===== config.mk =====
export PLATFORM = sky130hd
export DESIGN_NAME = irq_redirect_unit
export DESIGN_NICKNAME = d
export VERILOG_FILES = /design/src/rtl/irq_redir_pkg.sv /design/src/rtl/irq_redir_regfile.sv /design/src/rtl/irq_pin_pending.sv /design/src/rtl/irq_msg_sched.sv /design/src/rtl/irq_redirect_unit.sv
export SDC_FILE = /design/constraint.sdc
export NUM_CORES = 2
export LEC_CHECK = 0
export ABC_AREA = 1
export BUFFER_PORTS_ARGS = -buffer_cell sky130_fd_sc_hd__buf_2
export CAP_MARGIN = 20
export CORE_ASPECT_RATIO = 1.4
export CORE_UTILIZATION = 32
export DETAILED_ROUTE_END_ITERATION = 7
export HOLD_SLACK_MARGIN = 0.03
export REMOVE_ABC_BUFFERS = 1
export SYNTH_ARGS = -nofsm -noshare
export SYNTH_HDL_FRONTEND = slang
export SYNTH_HIERARCHICAL = 1
export SYNTH_SLANG_ARGS = --single-unit

===== constraint.sdc =====
create_clock -name clk_i -period 7.2 [get_ports clk_i]
set_input_delay 0.72 -clock clk_i [delete_from_list [all_inputs] [get_ports clk_i]]
set_output_delay 0.72 -clock clk_i [all_outputs]
set_load 0.01 [all_outputs]

===== src/rtl/irq_redir_pkg.sv =====
package irq_redir_pkg;
  localparam int unsigned ENTRY_W    = 64;
  localparam int unsigned REG_W      = 32;
  localparam int unsigned ADDR_W     = 8;
  localparam int unsigned SEL_W      = 8;

  localparam logic [ADDR_W-1:0] OFF_SELECT = 8'h00;
  localparam logic [ADDR_W-1:0] OFF_WINDOW = 8'h10;

  localparam logic [SEL_W-1:0] SEL_ID      = 8'h00;
  localparam logic [SEL_W-1:0] SEL_VERSION = 8'h01;
  localparam int unsigned      SEL_TBL_BASE = 16;

  localparam logic [7:0] VERSION_CODE = 8'h11;

  // entry field positions
  localparam int unsigned F_VEC_LSB   = 0;
  localparam int unsigned F_DLV_LSB   = 8;
  localparam int unsigned F_DMODE     = 11;
  localparam int unsigned F_POL       = 13;
  localparam int unsigned F_TRIG      = 15;
  localparam int unsigned F_MASK      = 16;
  localparam int unsigned F_DEST_LSB  = 56;

  localparam logic [ENTRY_W-1:0] ENTRY_RESET = 64'h0000_0000_0001_0000;
endpackage


===== src/rtl/irq_redir_regfile.sv =====
module irq_redir_regfile
  import irq_redir_pkg::*;
#(
  parameter int unsigned NUM_PINS = 24
) (
  input  logic                              clk_i,
  input  logic                              rst_ni,
  input  logic                              wr_i,
  input  logic [ADDR_W-1:0]                 addr_i,
  input  logic [REG_W-1:0]                  wdata_i,
  output logic [REG_W-1:0]                  rdata_o,
  output logic [NUM_PINS-1:0][ENTRY_W-1:0]  entries_o
);
  localparam int unsigned TBL_END = SEL_TBL_BASE + 2 * NUM_PINS;
  localparam logic [REG_W-1:0] VERSION_WORD =
      {8'h00, 8'(NUM_PINS - 1), 8'h00, VERSION_CODE};

  logic [SEL_W-1:0] sel_q;
  logic [7:0]       id_q;
  logic             win_wr;
  logic             sel_wr;
  logic [NUM_PINS-1:0][ENTRY_W-1:0] entry_q;

  assign sel_wr = wr_i && (addr_i == OFF_SELECT);
  assign win_wr = wr_i && (addr_i == OFF_WINDOW);

  always_ff @(posedge clk_i or negedge rst_ni) begin
    if (!rst_ni) begin
      sel_q <= '0;
      id_q  <= '0;
    end else begin
      if (sel_wr) sel_q <= wdata_i[SEL_W-1:0];
      if (win_wr && sel_q == SEL_ID) id_q <= wdata_i[31:24];
    end
  end

  for (genvar i = 0; i < NUM_PINS; i++) begin : g_entry
    localparam logic [SEL_W-1:0] SEL_LO = SEL_W'(SEL_TBL_BASE + 2 * i);
    localparam logic [SEL_W-1:0] SEL_HI = SEL_W'(SEL_TBL_BASE + 2 * i + 1);

    always_ff @(posedge clk_i or negedge rst_ni) begin
      if (!rst_ni) begin
        entry_q[i] <= ENTRY_RESET;
      end else if (win_wr) begin
        if (sel_q == SEL_LO) entry_q[i][31:0]  <= wdata_i;
        if (sel_q == SEL_HI) entry_q[i][63:32] <= wdata_i;
      end
    end

    // low-half write keeps the high half
    a_r5_half_write: assert property (@(posedge clk_i) disable iff (!rst_ni)
      (win_wr && sel_q == SEL_LO) |=>
        (entry_q[i][63:32] == $past(entry_q[i][63:32]) &&
         entry_q[i][31:0]  == $past(wdata_i)));
  end

  assign entries_o = entry_q;

  logic [REG_W-1:0] win_data;
  always_comb begin
    int tidx;
    tidx     = (int'(sel_q) - SEL_TBL_BASE) >>> 1;
    win_data = '0;
    if (sel_q == SEL_ID) begin
      win_data = {id_q, 24'h0};
    end else if (sel_q == SEL_VERSION) begin
      win_data = VERSION_WORD;
    end else if (int'(sel_q) >= SEL_TBL_BASE && int'(sel_q) < TBL_END) begin
      win_data = sel_q[0] ? entry_q[tidx][63:32] : entry_q[tidx][31:0];
    end
  end

  always_comb begin
    case (addr_i)
      OFF_SELECT: rdata_o = {{(REG_W-SEL_W){1'b0}}, sel_q};
      OFF_WINDOW: rdata_o = win_data;
      default:    rdata_o = '0;
    endcase
  end

  // select write lands next cycle
  a_r2_sel_load: assert property (@(posedge clk_i) disable iff (!rst_ni)
    sel_wr |=> (sel_q == $past(wdata_i[SEL_W-1:0])));

  // id only changes through a window write at select 0
  a_r3_id_hold: assert property (@(posedge clk_i) disable iff (!rst_ni)
    !(win_wr && sel_q == SEL_ID) |=> $stable(id_q));
endmodule


===== src/rtl/irq_pin_pending.sv =====
module irq_pin_pending #(
  parameter int unsigned NUM_PINS = 24
) (
  input  logic                clk_i,
  input  logic                rst_ni,
  input  logic [NUM_PINS-1:0] pins_i,
  input  logic [NUM_PINS-1:0] level_i,
  input  logic [NUM_PINS-1:0] clr_i,
  output logic [NUM_PINS-1:0] pend_o
);
  logic [NUM_PINS-1:0] prev_q, pend_q, pend_d, rise;
  logic                past_ok_q;

  assign rise   = pins_i & ~prev_q;
  // level lines mirror the input; edge lines latch rises, clear on accept
  assign pend_d = (level_i & pins_i) |
                  (~level_i & ((pend_q & ~clr_i) | rise));

  always_ff @(posedge clk_i or negedge rst_ni) begin
    if (!rst_ni) begin
      prev_q    <= '0;
      pend_q    <= '0;
      past_ok_q <= 1'b0;
    end else begin
      prev_q    <= pins_i;
      pend_q    <= pend_d;
      past_ok_q <= 1'b1;
    end
  end

  assign pend_o = pend_q;

  // level lines follow the previous-cycle input
  a_r7_level_follow: assert property (@(posedge clk_i) disable iff (!rst_ni)
    past_ok_q |-> ((pend_q & $past(level_i)) == ($past(pins_i) & $past(level_i))));

  // an edge pending without a clear survives the edge
  a_r8_edge_hold: assert property (@(posedge clk_i) disable iff (!rst_ni)
    1'b1 |=> ((pend_q & $past(pend_q & ~level_i & ~clr_i)) ==
              $past(pend_q & ~level_i & ~clr_i)));
endmodule


===== src/rtl/irq_msg_sched.sv =====
module irq_msg_sched #(
  parameter int unsigned NUM_PINS = 24,
  localparam int unsigned PW = $clog2(NUM_PINS)
) (
  input  logic                clk_i,
  input  logic                rst_ni,
  input  logic [NUM_PINS-1:0] pend_i,
  input  logic [NUM_PINS-1:0] mask_i,
  input  logic                ready_i,
  output logic                valid_o,
  output logic [PW-1:0]       idx_o,
  output logic [NUM_PINS-1:0] clr_o
);
  logic [PW-1:0]       ptr_q, ptr_d, pick;
  logic [NUM_PINS-1:0] elig, grant;
  logic                hit, accept;

  assign elig = pend_i & ~mask_i;

  // descending loop: the smallest offset from the pointer wins
  always_comb begin
    int p;
    hit  = 1'b0;
    pick = '0;
    for (int k = NUM_PINS - 1; k >= 0; k--) begin
      p = int'(ptr_q) + k;
      if (p >= int'(NUM_PINS)) p = p - int'(NUM_PINS);
      if (elig[p]) begin
        hit  = 1'b1;
        pick = PW'(p);
      end
    end
  end

  assign accept = hit && ready_i;

  always_comb begin
    grant = '0;
    if (hit) grant[pick] = 1'b1;
  end

  assign clr_o = accept ? grant : '0;

  always_comb begin
    ptr_d = ptr_q;
    if (accept) ptr_d = (int'(pick) == int'(NUM_PINS) - 1) ? '0 : pick + 1'b1;
  end

  always_ff @(posedge clk_i or negedge rst_ni) begin
    if (!rst_ni) ptr_q <= '0;
    else         ptr_q <= ptr_d;
  end

  assign valid_o = hit;
  assign idx_o   = pick;

  // at most one line served, pointer in range
  a_r11_one_grant: assert property (@(posedge clk_i) disable iff (!rst_ni)
    $onehot0(clr_o));
  a_r11_ptr_range: assert property (@(posedge clk_i) disable iff (!rst_ni)
    int'(ptr_q) < int'(NUM_PINS));
  // no accept, no pointer move
  a_r12_ptr_hold: assert property (@(posedge clk_i) disable iff (!rst_ni)
    !ready_i |=> $stable(ptr_q));
endmodule


===== src/rtl/irq_redirect_unit.sv =====
module irq_redirect_unit
  import irq_redir_pkg::*;
#(
  parameter int unsigned NUM_PINS = 24,
  localparam int unsigned PW = $clog2(NUM_PINS)
) (
  input  logic                clk_i,
  input  logic                rst_ni,
  input  logic                reg_wr_i,
  input  logic [ADDR_W-1:0]   reg_addr_i,
  input  logic [REG_W-1:0]    reg_wdata_i,
  output logic [REG_W-1:0]    reg_rdata_o,
  input  logic [NUM_PINS-1:0] irq_pins_i,
  output logic                msg_valid_o,
  input  logic                msg_ready_i,
  output logic [PW-1:0]       msg_pin_o,
  output logic [7:0]          msg_vector_o,
  output logic [2:0]          msg_deliv_o,
  output logic                msg_dest_mode_o,
  output logic                msg_polarity_o,
  output logic                msg_trigger_o,
  output logic [7:0]          msg_dest_o
);
  logic [NUM_PINS-1:0][ENTRY_W-1:0] entries;
  logic [NUM_PINS-1:0] level, mask, pend, clr;
  logic [ENTRY_W-1:0]  cur;

  irq_redir_regfile #(.NUM_PINS(NUM_PINS)) i_regs (
    .clk_i     (clk_i),
    .rst_ni    (rst_ni),
    .wr_i      (reg_wr_i),
    .addr_i    (reg_addr_i),
    .wdata_i   (reg_wdata_i),
    .rdata_o   (reg_rdata_o),
    .entries_o (entries)
  );

  for (genvar i = 0; i < NUM_PINS; i++) begin : g_ctl
    assign level[i] = entries[i][F_TRIG];
    assign mask[i]  = entries[i][F_MASK];
  end

  irq_pin_pending #(.NUM_PINS(NUM_PINS)) i_pend (
    .clk_i   (clk_i),
    .rst_ni  (rst_ni),
    .pins_i  (irq_pins_i),
    .level_i (level),
    .clr_i   (clr),
    .pend_o  (pend)
  );

  irq_msg_sched #(.NUM_PINS(NUM_PINS)) i_sched (
    .clk_i   (clk_i),
    .rst_ni  (rst_ni),
    .pend_i  (pend),
    .mask_i  (mask),
    .ready_i (msg_ready_i),
    .valid_o (msg_valid_o),
    .idx_o   (msg_pin_o),
    .clr_o   (clr)
  );

  assign cur             = entries[msg_pin_o];
  assign msg_vector_o    = cur[F_VEC_LSB +: 8];
  assign msg_deliv_o     = cur[F_DLV_LSB +: 3];
  assign msg_dest_mode_o = cur[F_DMODE];
  assign msg_polarity_o  = cur[F_POL];
  assign msg_trigger_o   = cur[F_TRIG];
  assign msg_dest_o      = cur[F_DEST_LSB +: 8];

  // an offered line is never masked and is pending
  a_r9_no_masked: assert property (@(posedge clk_i) disable iff (!rst_ni)
    msg_valid_o |-> (!mask[msg_pin_o] && pend[msg_pin_o]));
  // valid whenever any unmasked line is pending
  a_r11_valid_any: assert property (@(posedge clk_i) disable iff (!rst_ni)
    (|(pend & ~mask)) |-> msg_valid_o);
endmodule


# After elaboration in Yosys (flattened, before gate mapping)
# Cells that the tools add are included.
[totals]
mem_bits_rw = 0
mem_bits_ro = 0
out_inout_bits = 60
mem_count = 0
register_bits = 1605
elab_cells = 431
latchBits = 0
in_bits = 68
[classes]
div = 0
n_eq_ne = 51
n_reduce_logical = 56
n_mul = 0
mux = 158
add_sub_neg = 49
bitwise = 11
n_lt_le_gt_ge = 53
n_shift = 0
[ops]
columns = ["cell", "count"]
rows = [
  ["2-to-1 mux 32 bit", 28],
  ["< comparator 32 x 7 -> 1 bit (second input constant)", 24],
  [">= comparator 32 x 6 -> 1 bit (second input constant)", 23],
  ["subtractor 32 x 6 -> 32 bit (second input constant)", 23],
  ["binary-select mux 64 bit (select 5 bit)", 2],
  ["== test 8 x 6 -> 1 bit (second input constant)", 32],
  ["== test 8 x 5 -> 1 bit (second input constant)", 17],
  ["2-to-1 mux 64 bit", 2],
  ["2-to-1 mux 5 bit", 25],
  ["AND 24 bit", 5],
  ["binary-select mux 1 bit (select 5 bit)", 24],
  ["NOT 24 bit", 4],
  ["AND reduction 2 bit", 48],
  ["2-to-1 mux 1 bit", 73],
  ["case mux 32 bit (2 select lines)", 1],
  ["adder 5 x 4 -> 6 bit (second input constant)", 8],
  ["adder 5 x 5 -> 6 bit (second input constant)", 8],
  ["2-to-1 mux 24 bit", 2],
  ["OR 24 bit", 2],
  ["< comparator 31 x 6 -> 1 bit (second input constant)", 1],
  ["adder 5 x 3 -> 6 bit (second input constant)", 4],
  ["logical NOT 8 bit", 2],
  ["adder 5 x 2 -> 6 bit (second input constant)", 2],
  ["subtractor 8 x 5 -> 9 bit (second input constant)", 1],
  ["12 further kinds", 17],
]

# Logic depth before layout (Yosys ltp)
[logic_depth]
ltp_word = 41
ltp_mapped = 56
depth_no_buf = 51

# Modules after synthesis
# Netlist, hierarchy kept.
[modules_own_cells]
columns = ["mod", "instances", "area_each_um2", "cells_each", "seq_area_each_um2"]
rows = [
  ["irq_redir_regfile", 1, 70193.6, 8703, 38867.3],
  ["irq_redirect_unit", 1, 6281.0, 1435, 0.0],
  ["irq_msg_sched", 1, 5395.2, 1078, 125.1],
  ["irq_pin_pending", 1, 1771.7, 192, 1201.2],
]

# Worst setup path before layout
# No wires, ideal clock.
[synth_path]
kind = "flip-flop to output port"
from = "register i_sched.ptr_q[2]"
to = "output msg_deliv_o[0]"
path_buffers = 5
required_time_ns = 6.480
arrival_time_ns = 5.083
slack_ns = 1.397
stages_incl_launch_ff = 43
path_cell_list = "dfrtp_1 -> buf_4 -> inv_1 -> clkbuf_1 -> ha_1 -> nand3_1 -> nand2_2 -> inv_2 -> ha_1 -> a211oi_1 -> nand2_1 -> xor2_1 -> or2_1 -> a21oi_2 -> inv_2 -> o21ai_0 -> inv_1 -> nand2_1 -> [... 7 more ...] -> nand2_1 -> nand2_1 -> nand2_1 -> nand2_1 -> nand2_1 -> nand2_1 -> nand2_1 -> nand2_1 -> nand2_1 -> nand2_1 -> inv_1 -> buf_2 -> buf_2 -> clkbuf_1 -> o21ai_0 -> o211ai_1 -> nand3_1 -> nand2_1"
[synth_between]
elab_chain_len = 32
elab_cells_between_ends = 193
cone_classes = "add/sub: 47; order compare: 24; mux: 122"
[synth_rtl]
columns = ["item", "line", "rtl"]
rows = [
  ["start, declared", "irq_msg_sched.sv:14", "logic [PW-1:0] ptr_q, ptr_d, pick;"],
  ["start signal, assigned", "irq_msg_sched.sv:51", "else ptr_q <= ptr_d;"],
  ["adder 5 x 5 -> 6 bit", "irq_msg_sched.sv:26", "p = int'(ptr_q) + k;"],
  ["subtractor 32 x 6 -> 32 bit or >= comparator 32 x 6 -> 1 bit (tied branches)", "irq_msg_sched.sv:27", "if (p >= int'(NUM_PINS)) p = p - int'(NUM_PINS);"],
  ["2-to-1 mux 32 bit", "irq_msg_sched.sv:27", ""],
  ["binary-select mux 1 bit (select 5 bit)", "irq_msg_sched.sv:28", "if (elig[p]) begin"],
  ["2-to-1 mux 1 bit (implied by the code) (2 in a row)", "irq_msg_sched.sv:28", ""],
  ["2-to-1 mux 5 bit (23 in a row)", "irq_msg_sched.sv:28", ""],
  ["2-to-1 mux 5 bit *", "irq_msg_sched.sv:28", ""],
  ["named net msg_pin_o[1]", "irq_redirect_unit.sv:16", "output logic [PW-1:0] msg_pin_o,"],
  ["binary-select mux 64 bit (select 5 bit) *", "irq_redirect_unit.sv:63", "assign cur = entries[msg_pin_o];"],
  ["2-to-1 mux 64 bit (implied by the code) *", "irq_redirect_unit.sv:63", ""],
  ["end, declared", "irq_redirect_unit.sv:18", "output logic [2:0] msg_deliv_o,"],
]
# Mark *: on every way through the listed nets, which the timed path passes. The rest lies on a longest branch. The select of a mux whose other input is x is not followed.

# Worst setup path in the final report
[layout_path]
from = "register i_sched.ptr_q[2]"
to = "output msg_dest_o[2]"
[layout_between]
elab_chain_len = 32
elab_cells_between_ends = 193
cone_classes = "add/sub: 47; order compare: 24; mux: 122"
[layout_rtl]
columns = ["item", "line", "rtl"]
rows = [
  ["adder 5 x 5 -> 6 bit", "irq_msg_sched.sv:26", ""],
  ["subtractor 32 x 6 -> 32 bit or >= comparator 32 x 6 -> 1 bit (tied branches)", "irq_msg_sched.sv:27", ""],
  ["2-to-1 mux 32 bit", "irq_msg_sched.sv:27", ""],
  ["binary-select mux 1 bit (select 5 bit)", "irq_msg_sched.sv:28", ""],
  ["2-to-1 mux 1 bit (implied by the code) (2 in a row)", "irq_msg_sched.sv:28", ""],
  ["2-to-1 mux 5 bit (23 in a row)", "irq_msg_sched.sv:28", ""],
  ["2-to-1 mux 5 bit *", "irq_msg_sched.sv:28", ""],
  ["binary-select mux 64 bit (select 5 bit) *", "irq_redirect_unit.sv:63", ""],
  ["2-to-1 mux 64 bit (implied by the code) *", "irq_redirect_unit.sv:63", ""],
  ["end, declared", "irq_redirect_unit.sv:22", "output logic [7:0] msg_dest_o"],
]
# Mark *: on every way between the ends. The rest lies on a longest branch, timed or not. The select of a mux whose other input is x is not followed.

==> impl_metrics.csv <==
group,metric,value,unit
status,run_status,"finished, final reports clean",
detailed_routing,detailedRoute.firstPassIterationCount,6,
synth,synth.largest_area_cell,"sky130_fd_sc_hd__dfrtp_1",
grt,overflow_left_after_global_routing,0,
power_and_ir_drop,share_clk_of_total_power,20.5,%
run,maxCapViolCount,0,
setup_path,r2r_cells,44,
setup_path,slowest_stage_cell_crit_path,"sky130_fd_sc_hd__dfrtp_2",
setup_path,path_class,"register to output port",
synth,synth_flop_cell,"sky130_fd_sc_hd__dfrtp_1",
detailed_routing,drt_iter0_markers,8727,
placed_design,place_congestion,0.993,
setup_path,setup.worst_path.start,"i_sched/ptr_q[2]",
placed_design,dpl.cell_count,14300,
synth,syn-mean-instance-area,7.33,um2
final_layout,drive_above_1_share,8.55,%
power_and_ir_drop,ir_worst_vdd,0.626,mV
synth,synthCells,11400,
detailed_routing,wl,324000,um
setup_path,crit_path_end,"msg_dest_o[2]",
synth,postSynth.asyncResetShare,100,%
clocking,register_clock_pin_slew_on_the_reported_worst_setup_and_hold_paths,0.06,ns
setup_path,ff2ff_setup_slack,1.68,ns
clocking,cts_inserted_buffers,167,
final_layout,fin_cells,14700,
setup_path,slowest_delay,0.45,ns
power_and_ir_drop,netSwitchingFraction,47.9,%
setup_path,crit_path_end_kind,"output port",
detailed_routing,routed_wire_length_per_instance,22.0,um
sta,slew_viol_final,0,
final_layout,finish.net_count,11200,
sta,final_hold_viol_count,0,
synth,synth_sequential_area_ratio,48.1,%
sta,worst_clock_skew,0.0395,ns
final_layout,areaGrowthSynthToFinish,13.0,%
clocking,clock_latency_reported_for_the_late_side_of_the_worst_skew_pair,0.85,ns
setup_path,arrival,6.26,ns
synth,synth.cell_area,0.0836,mm2
setup_path,worstPathMaxFanout,15,
power_and_ir_drop,power_frac_seq,20.9,%
clocking,cts_tree,"done",
clocking,htree_num_levels,4,
sta,setup_viol,0,
clocking,ctsRootBufferMaster,"sky130_fd_sc_hd__clkbuf_16",
final_layout,finished_cell_area,0.0945,mm2
sta,share_of_the_clock_period_used_by_the_worst_path,97.0,%
floorplan,std_cell_rows,221,
floorplan,die_area,0.263,mm2
grt,globalRouteTotalUtil,23.6,%
min_path,worst_hold_path_type,"register to register",
synth,synth.lib_cells_used.distinct,59,
floorplan,die_w,434,um
sta,worst_slew_pin_slew,1.14,ns
detailed_routing,dr_total_vias,78000,
detailed_routing,drcViolationCount,0,
sta,rsz0062_at_grt,"true",
power_and_ir_drop,leakagePower,43.0,nW
floorplan,initial_utilization,32.2,%
placed_design,buffer_ports.inserted,127,
synth,synth_area_leaders,"sky130_fd_sc_hd__dfrtp_1, sky130_fd_sc_hd__nand2_1, sky130_fd_sc_hd__o21ai_0, sky130_fd_sc_hd__nor2_1, sky130_fd_sc_hd__nand3_1",
floorplan,core-area,0.259,mm2
final_layout,filler_cells_inserted,27500,
placed_design,placed_cell_area,0.0868,mm2
synth,synth_seq_cells,1605,
clocking,cts.sink_count,1605,
sta,worst_slew_margin_rel,24.3,%
detailed_routing,antenna_left,0,
power_and_ir_drop,power.combinational.fraction,58.6,%
setup_path,critical_path.most_common_cell,"sky130_fd_sc_hd__nand2_1",
synth,synthDominantCellAreaShare,47.3,%
grt,number_of_global_route_vias_before_repair,72600,
sta,finalHoldWorstSlack,0.475,ns
synth,yosys_warnings,6,
detailed_routing,route.detailed.vias_per_inst,5.30,
power_and_ir_drop,power_per_cell_area,464,mW/mm2
placed_design,place_hpwl,183000,um
grt,grt_pass1_wl,472000,um
sta,finalCriticalPeriod,6.98,ns
power_and_ir_drop,cell_internal_pwr,0.0229,W
setup_path,critical_path.startpoint_type,"register",
grt,grt_max_degree,171,
synth,synth_edf_count,0,
sta,max_clock_freq,143,MHz
setup_path,worst-endpoint-required,6.48,ns
floorplan,io_pins,128,
clocking,max-clock-path-buffers,3,
setup_path,critical_path.reg2reg.endpoint,"i_sched/ptr_q[4]",
power_and_ir_drop,netSwitchingPower,0.0210,W
grt,initial_antenna_violation_count,16,
floorplan,floorplan.die.height,607,um
setup_path,r2r_start,"i_sched/ptr_q[2]",
==> power groups by stage <==
| stage | Clock [W] | Combinational (W) | Sequential, W |
|---|---|---|---|
| after CTS | 0.00911 | 0.0211 | 0.00918 |
| after floorplan | 0 | 0.0107 | 0.00940 |
| after global placement | 0 | 0.0203 | 0.00934 |
| after global routing | 0.00944 | 0.0273 | 0.00919 |
| final | 0.00899 | 0.0257 | 0.00918 |
| after detailed placement | 0 | 0.0203 | 0.00934 |
==> logic make-up after synthesis <==
logic type               share of synthesized area (%)
AND/OR/NAND/NOR                                   26.3
AO/OA/AOI/OAI                                     16.8
flip-flops                                        48.1
buffers and inverters                             7.82
adder cells (fa/ha/maj)                          0.643
XOR/XNOR                                         0.389
multiplexers                                    0.0254
==> cells in the final DEF, fill, tap and decap left out, types with 8 or more instances in the layout <==
cell type                       synthesis  layout
sky130_fd_sc_hd__nor2_2                 7       8
sky130_fd_sc_hd__inv_1                632     607
sky130_fd_sc_hd__xor2_1                23      17
sky130_fd_sc_hd__o21ai_0             1885    1876
sky130_fd_sc_hd__buf_4                 16     195
sky130_fd_sc_hd__clkbuf_8               0      39
sky130_fd_sc_hd__clkinv_2               0      16
sky130_fd_sc_hd__dlygate4sd3_1          0      25
sky130_fd_sc_hd__buf_16                 0      13
sky130_fd_sc_hd__a21oi_2                3       9
sky130_fd_sc_hd__o21ai_2               18      22
sky130_fd_sc_hd__or2_2                 42      42
sky130_fd_sc_hd__diode_2                0       9
sky130_fd_sc_hd__dfrtp_1             1581    1572
sky130_fd_sc_hd__o22ai_1               50      49
sky130_fd_sc_hd__nor2_1              1144    1136
sky130_fd_sc_hd__nand2_4                2      21
sky130_fd_sc_hd__inv_2                 22      25
sky130_fd_sc_hd__nand3_1              588     582
sky130_fd_sc_hd__buf_2                111     122
sky130_fd_sc_hd__o21ai_1              402     405
sky130_fd_sc_hd__nor3_1                35      35
sky130_fd_sc_hd__nand2_2               27      58
sky130_fd_sc_hd__inv_6                  0       8
sky130_fd_sc_hd__ha_1                  43      33
sky130_fd_sc_hd__a21oi_1              171     164
sky130_fd_sc_hd__clkbuf_1             620      48
sky130_fd_sc_hd__clkinv_1               6      11
sky130_fd_sc_hd__a31oi_1                9       9
sky130_fd_sc_hd__clkbuf_16              0     189
sky130_fd_sc_hd__dfstp_2               24      24
sky130_fd_sc_hd__nand2_1             3582    3532
sky130_fd_sc_hd__buf_6                 71      17
sky130_fd_sc_hd__o2111ai_1             16      16
sky130_fd_sc_hd__nand4_1               42      42
sky130_fd_sc_hd__inv_4                  1       8
sky130_fd_sc_hd__buf_12                 1      37
sky130_fd_sc_hd__bufinv_16              0      12
sky130_fd_sc_hd__nand2_8               10      10
sky130_fd_sc_hd__o211ai_1             118     118
==> state kept, by name, indices dropped and copies added, names as in the netlist <==
register / cells
i_regs/entries_o: 1536
i_pend/pend_o: 24
i_pend/prev_q: 24
i_regs/id_q: 8
i_regs/sel_q: 8
i_sched/ptr_q: 5
==> worst min-delay path by stage <==
stage                                      start                      to  depth (start not counted)
after CTS                            msg_ready_i        i_sched/ptr_q[3]                          4
after global routing                 msg_ready_i        i_sched/ptr_q[3]                          4
after global placement    i_regs/entries_o[1300]  i_regs/entries_o[1300]                          2
after detailed placement  i_regs/entries_o[1305]  i_regs/entries_o[1305]                          2
after floorplan                           rst_ni        i_pend/pend_o[0]                          0
final                     i_regs/entries_o[1305]  i_regs/entries_o[1305]                          2
==> repair_timing <==
item	4_1_cts	5_1_grt
gates cloned	4	29
gates resized for setup	30	140
pin swaps	1	24
endpoints found under the setup margin	22	23
hold endpoints to repair	123	0
hold buffers	25	0
buffers inserted	8	50
==> cell type report <==
type,instances,area [um2],area share [%]
antenna,9,22.5,0.0238
clock buffer,256,4950,5.24
clock inverter,43,652,0.690
inverter,661,2620,2.77
multi-input combinational,8261,37500,39.7
sequential,1605,40200,42.6
tap,3456,4320,4.58
timing repair buffer,434,4170,4.42
timing repair inverter,6,65.1,0.0689
==> cell usage after synthesis (71+ instances only) <==
| master | n |
|---|---|
| sky130_fd_sc_hd__nand2_1 | 3582 |
| sky130_fd_sc_hd__o21ai_0 | 1885 |
| sky130_fd_sc_hd__dfrtp_1 | 1581 |
| sky130_fd_sc_hd__nor2_1 | 1144 |
| sky130_fd_sc_hd__inv_1 | 632 |
| sky130_fd_sc_hd__clkbuf_1 | 620 |
| sky130_fd_sc_hd__nand3_1 | 588 |
| sky130_fd_sc_hd__o21ai_1 | 402 |
| sky130_fd_sc_hd__a21oi_1 | 171 |
| sky130_fd_sc_hd__o211ai_1 | 118 |
| sky130_fd_sc_hd__buf_2 | 111 |
| sky130_fd_sc_hd__buf_6 | 71 |
==> worst max-delay path, delay by kind of cell (launching register included) <==
| family | cells | cell delay, ns |
|---|---|---|
| simple gates | 27 | 2.16 |
| buf+inv | 9 | 1.46 |
| compound gates | 7 | 0.96 |
| flops | 1 | 0.45 |
| fa+ha+maj | 2 | 0.38 |
==> metal layers <==
layer / global-route usage [%] / vias to the layer above / share of wire [%]
met3: 3.79 / 866 / 8.1
li1: - / 36200 / -
met1: 30.2 / 37600 / 40
met4: 11.8 / 2 / 5.8
met2: 38.4 / 3311 / 46
met5: 0 / - / 0.0053
==> stage by stage <==
step	setup WS [ns]	setup TNS, ns	power (W)	utilization (%)
final	0.216	0	0.0439	36.4
after global routing	-0.101	-0.955	0.0459	36.4
after detailed placement	0.584	0	0.0296	33.4
after global placement	0.542	0	0.0297	33.4
after floorplan	-22.99	-	0.0201	-
after CTS	0.000894	0	0.0394	35.8
Power figures use the tool's default switching activity.
